`src/rtl/otpg_pkg.sv`:
```
package otpg_pkg;

  typedef enum logic [2:0] {
    SES_IDLE   = 3'd0,
    SES_ARR_WR = 3'd1,
    SES_ARR_RD = 3'd2,
    SES_REG_WR = 3'd3,
    SES_REG_RD = 3'd4
  } ses_e;

  // Whether a control byte earns an acknowledge.
  function automatic logic ctl_accept(input logic [3:0] code,
                                      input logic       lock,
                                      input logic [3:0] arr_code,
                                      input logic [3:0] reg_code);
    if (code == arr_code) return 1'b1;
    if (code == reg_code) return !lock;
    return 1'b0;
  endfunction

  // Whether an array byte may be committed.
  function automatic logic write_ok(input logic wp,
                                    input logic lock,
                                    input logic in_low);
    return !wp && !(lock && in_low);
  endfunction

  // Whether a stop closes a session that needs the timed write cycle.
  function automatic logic needs_cycle(input ses_e ses, input logic wrote);
    return (ses == SES_REG_WR) || ((ses == SES_ARR_WR) && wrote);
  endfunction

endpackage

```
`src/rtl/otpg_lock_cell.sv`:
```
module otpg_lock_cell (
  input  logic clk,
  input  logic por_n,
  input  logic set_req,
  output logic lock_q
);
  // Sticky bit: only the power-on input clears it.
  always_ff @(posedge clk or negedge por_n) begin
    if (!por_n)       lock_q <= 1'b0;
    else if (set_req) lock_q <= 1'b1;
  end
endmodule

```
`src/rtl/otpg_session.sv`:
```
module otpg_session
  import otpg_pkg::*;
#(
  parameter logic [3:0] ARR_CODE = 4'b1010,
  parameter logic [3:0] REG_CODE = 4'b0110
) (
  input  logic       clk,
  input  logic       rst_n,
  input  logic       wp_pin,
  input  logic       lock,
  input  logic       ctl_valid,
  input  logic [3:0] ctl_code,
  input  logic       ctl_rw,
  input  logic       byte_valid,
  input  logic       stop_evt,
  output ses_e       ses,
  output logic       ctl_ack_q,
  output logic       wcyc_q,
  output logic       prog_req
);
  logic wrote_q;
  logic armed_q;
  logic accept;
  ses_e ses_next;

  assign accept = ctl_accept(ctl_code, lock, ARR_CODE, REG_CODE);

  always_comb begin
    ses_next = SES_IDLE;
    if (accept) begin
      if (ctl_code == ARR_CODE) ses_next = ctl_rw ? SES_ARR_RD : SES_ARR_WR;
      else                      ses_next = ctl_rw ? SES_REG_RD : SES_REG_WR;
    end
  end

  // Legal program: register write opened with pin low, pin still low at stop.
  assign prog_req = stop_evt && (ses == SES_REG_WR) && armed_q && !wp_pin;

  always_ff @(posedge clk or negedge rst_n) begin
    if (!rst_n) begin
      ses       <= SES_IDLE;
      wrote_q   <= 1'b0;
      armed_q   <= 1'b0;
      ctl_ack_q <= 1'b0;
      wcyc_q    <= 1'b0;
    end else begin
      ctl_ack_q <= 1'b0;
      wcyc_q    <= 1'b0;
      if (stop_evt) begin
        wcyc_q  <= needs_cycle(ses, wrote_q);
        ses     <= SES_IDLE;
        wrote_q <= 1'b0;
        armed_q <= 1'b0;
      end else if (ctl_valid) begin
        ctl_ack_q <= accept;
        ses       <= ses_next;
        wrote_q   <= 1'b0;
        armed_q   <= (ses_next == SES_REG_WR) && !wp_pin;
      end else if (byte_valid && (ses == SES_ARR_WR)) begin
        wrote_q <= 1'b1;
      end
    end
  end
endmodule

```
`src/rtl/otpg_commit_gate.sv`:
```
module otpg_commit_gate
  import otpg_pkg::*;
#(
  parameter int ADDR_W    = 8,
  parameter int LOW_WORDS = 2 ** (ADDR_W - 1)
) (
  input  logic              clk,
  input  logic              rst_n,
  input  logic              wp_pin,
  input  logic              lock,
  input  ses_e              ses,
  input  logic              byte_valid,
  input  logic [ADDR_W-1:0] byte_addr,
  output logic              commit_q,
  output logic              dack_q
);
  localparam logic [ADDR_W:0] LOW_LIM = (ADDR_W + 1)'(LOW_WORDS);

  function automatic logic in_low_region(input logic [ADDR_W-1:0] a);
    return {1'b0, a} < LOW_LIM;
  endfunction

  logic low_hit;
  logic allow;
  logic takes_data;

  assign low_hit    = in_low_region(byte_addr);
  assign allow      = write_ok(wp_pin, lock, low_hit);
  assign takes_data = (ses == SES_ARR_WR) || (ses == SES_REG_WR);

  always_ff @(posedge clk or negedge rst_n) begin
    if (!rst_n) begin
      commit_q <= 1'b0;
      dack_q   <= 1'b0;
    end else begin
      commit_q <= byte_valid && (ses == SES_ARR_WR) && allow;
      dack_q   <= byte_valid && takes_data;
    end
  end
endmodule

```
`src/rtl/otp_write_guard.sv`:
```
module otp_write_guard
  import otpg_pkg::*;
#(
  parameter int         ADDR_W    = 8,
  parameter int         LOW_WORDS = 2 ** (ADDR_W - 1),
  parameter logic [3:0] ARR_CODE  = 4'b1010,
  parameter logic [3:0] REG_CODE  = 4'b0110
) (
  input  logic              clk,
  input  logic              rst_n,
  input  logic              por_n,
  input  logic              wp_pin,
  input  logic              ctl_valid,
  input  logic [3:0]        ctl_code,
  input  logic              ctl_rw,
  input  logic              byte_valid,
  input  logic [ADDR_W-1:0] byte_addr,
  input  logic              stop_evt,
  output logic              ctl_ack,
  output logic              data_ack,
  output logic              commit_en,
  output logic              wcyc_start,
  output logic              half_lock
);
  ses_e ses;
  logic prog_req;

  otpg_lock_cell u_lock (
    .clk     (clk),
    .por_n   (por_n),
    .set_req (prog_req),
    .lock_q  (half_lock)
  );

  otpg_session #(
    .ARR_CODE (ARR_CODE),
    .REG_CODE (REG_CODE)
  ) u_ses (
    .clk        (clk),
    .rst_n      (rst_n),
    .wp_pin     (wp_pin),
    .lock       (half_lock),
    .ctl_valid  (ctl_valid),
    .ctl_code   (ctl_code),
    .ctl_rw     (ctl_rw),
    .byte_valid (byte_valid),
    .stop_evt   (stop_evt),
    .ses        (ses),
    .ctl_ack_q  (ctl_ack),
    .wcyc_q     (wcyc_start),
    .prog_req   (prog_req)
  );

  otpg_commit_gate #(
    .ADDR_W    (ADDR_W),
    .LOW_WORDS (LOW_WORDS)
  ) u_gate (
    .clk        (clk),
    .rst_n      (rst_n),
    .wp_pin     (wp_pin),
    .lock       (half_lock),
    .ses        (ses),
    .byte_valid (byte_valid),
    .byte_addr  (byte_addr),
    .commit_q   (commit_en),
    .dack_q     (data_ack)
  );
endmodule

```
`config.mk`:
```
export PLATFORM = sky130hd
export DESIGN_NAME = otp_write_guard
export DESIGN_NICKNAME = d
export VERILOG_FILES = /design/src/rtl/otpg_pkg.sv /design/src/rtl/otpg_lock_cell.sv /design/src/rtl/otpg_session.sv /design/src/rtl/otpg_commit_gate.sv /design/src/rtl/otp_write_guard.sv
export SDC_FILE = /design/constraint.sdc
export NUM_CORES = 1
export LEC_CHECK = 0
export BUFFER_PORTS_ARGS = -buffer_cell sky130_fd_sc_hd__buf_2
export CORE_AREA = 2 2 39 41
export CTS_CLUSTER_SIZE = 24
export DETAILED_ROUTE_END_ITERATION = 16
export DIE_AREA = 0 0 41 43
export GPL_ROUTABILITY_DRIVEN = 1
export PLACE_DENSITY = 0.62
export SLEW_MARGIN = 10
export SYNTH_ARGS = -nofsm -noshare
export SYNTH_HDL_FRONTEND = slang
export SYNTH_SLANG_ARGS = --single-unit
export TNS_END_PERCENT = 100
```
`constraint.sdc`:
```
create_clock -name clk -period 2.05 [get_ports clk]
set_input_delay 0.41 -clock clk [delete_from_list [all_inputs] [get_ports clk]]
set_output_delay 0.41 -clock clk [all_outputs]
set_load 0.02 [all_outputs]
```
==> reports/results.tsv <==
metric	value	unit
Synth Flop Type	dfrtp_1	
startpoint types	input pin	
CP max-delay cell	ha_1	
Reg area	250	µm²
Slew Limit Fails	0	
# hold bufs at CTS	2	
Reg-to-Reg End	u_ses.ses[0]	
cell area after synthesis	442	µm²
Setup Viol. Count Final	0	
drt initial violations	10	
RSZ-0062 raised after global routing	false	
# IOs	25	
Tmin final	1.28	ns
post_cts resized	0	
FP Rows	14	
syn_area_per_cell	12.3	µm²
Fin. Hold Viols	0	
R2R depth	3	
register area share after synthesis	56.7	%
Post-CTS Setup Inserts	0	
Max-Cap Viols	0	
global route overflow	0	
total CTS buffers	3	
hold path depth	2	
DPL Wire Length	678	µm
final period utilization	62.3	%
GP Congestion	0.713	
#FFs+latches synth	10	
Cell Chain, Critical Path	buf_2 -> nor2b_1 -> nand3b_1 -> ha_1 -> nor3b_1 -> a32o_1	
CTS tree	built	
slowest cell delay on critical path	0.30	ns
first-pass GRT wire length	1400	µm
maximum VDD drop	0.468	mV
Post-Synthesis Cells	36	
number of library cell types mapped by synthesis	17	
final core utilization	43.6	%
Post-synth EDFFs	0	
vias	367	
initial core utilization	31.9	%
HP Class	input pin to flip-flop	
area of the multi-input gates	176	µm²
Initial DRT Pass Iterations	3	
# fillers	132	
Skew-Pair Late Insertion Delay	0.26	ns
maximum clock frequency	783	MHz
WP buf/inv	1	
Die Area	0.00176	mm²
actual slew at the worst max-slew pin	0.290	ns
WHS Endpoint	u_gate.commit_q	
status	finished clean	
RR Startpoint	u_lock.lock_q	
Worst Path Arrival	1.43	ns
# DRC	0	
Critical Path RT	2.21	ns
Pleak	0.000346	µW
WHS	0.339	ns
crit-path leading delay family	simple AND/OR/NAND/NOR gates	
root buf cell	clkbuf_4	
Core ar.	0.00138	mm²
ys async rst share	100	%
Pwr per Cell Area	679	mW/mm²
clock sink count	10	
DR vias/cell	4.89	
largest net degree at the start of global routing	10	
Syn Nets	57	
Die Y	43	µm
crit-path max FO	2	
Max-slew headroom	80.6	%
setup TNS	0	ns
crit path capture type	flip-flop	
antenna viol nets, final	0	
Final #Nets	81	
share of cells above drive strength 1	45.8	%
# diodes	0	
CTS H-tree depth	1	
Die W	41	µm
clk slew on worst S/H paths	0.07	ns
Post-Route WL	843	µm
Port Buffers	17	
flop-to-flop setup slack	0.98	ns
initial antenna violation count	0	
Setup CP Type	input pin to flip-flop	
vias in the first global route	356	
synth warn	0	
Global Route Usage Sum	12.0	%
Avg WL per Cell	11.2	µm
Clock Path Buffers	2	
Min-Delay Startpoint	wp_pin	
Clock Skews	0.00934	ns
P&R area growth vs syn	36.5	%
-- cells by family after synthesis --
family,count (synthesis),synth area share [%]
compound gates,9,20.7
fa+ha+maj,1,2.83
buf+inv,4,3.40
flops,10,56.7
simple gates,12,16.4
-- state kept, by name (all words and copies together) (netlist names) --
| register | flops |
|---|---|
| u_ses.wrote_q | 1 |
| u_gate.dack_q | 1 |
| u_ses.ses | 3 |
| u_ses.wcyc_q | 1 |
| u_gate.commit_q | 1 |
| u_ses.ctl_ack_q | 1 |
| u_lock.lock_q | 1 |
| u_ses.armed_q | 1 |
-- power breakdown --
group | internal [µW] | switching, µW
combinational | 18.1 | 17.6
sequential | 199 | 1.14
clock | 108 | 66.5
-- layout make-up --
type	instances	area share, %
well taps	16	3.32
multi-input cells	22	29.3
inverters	4	2.49
clock buffers	4	6.02
flip-flops and latches	10	41.5
repair buffers	19	17.4
-- per-stage QoR --
stage	power, µW	worst slack, ns	cells	cell area (µm²)
final	410	0.773	75	603
after global placement	237	0.500	69	547
after floorplan	216	0.661	36	442
after detailed placement	237	0.502	69	547
after CTS	416	0.776	75	603
after global routing	431	0.685	75	603
-- how the worst max path moves through the flow --
stage                 from  slack (ns)            end  depth (start not counted)
6_report       ctl_code[3]        0.77  u_ses.armed_q                          6
5_1_grt        ctl_code[3]        0.69  u_ses.armed_q                          6
4_1_cts        ctl_code[3]        0.78  u_ses.armed_q                          6
3_5_place_dp   ctl_code[3]        0.50  u_ses.armed_q                          6
3_3_place_gp   ctl_code[3]        0.50  u_ses.armed_q                          6
2_1_floorplan  ctl_code[3]        0.66  u_ses.armed_q                          5
-- metal layers --
layer	GRT usage (%)	up-vias	wire length, µm	share of wire (%)
met2	17.2	13	385	46
met5	0	-	0	0
met3	6.28	2	69	8.2
met1	15.1	172	383	45
met4	4.00	0	5	0.59
li1	-	180	-	-
-- cells in the final DEF, fill, tap and decap left out, types with 2 or more instances in the layout --
cell type,synthesis,routed
a32o_2,3,3
buf_2,0,17
clkbuf_4,0,3
dfrtp_1,10,10
dlygate4sd3_1,0,2
inv_1,4,4
nand3b_1,2,2
nor2_1,3,3
nor3b_1,3,3
-- cells in the mapped netlist (all sizes together) (2+ instances only) --
cell     n  area (µm²)
nor2     4        17.5
nand3b   2        15.0
a32o     4        43.8
o21a     2        16.3
nor3b    3        22.5
dfrtp   10         250
inv      4        15.0
(Power assumes the default switching activity.)
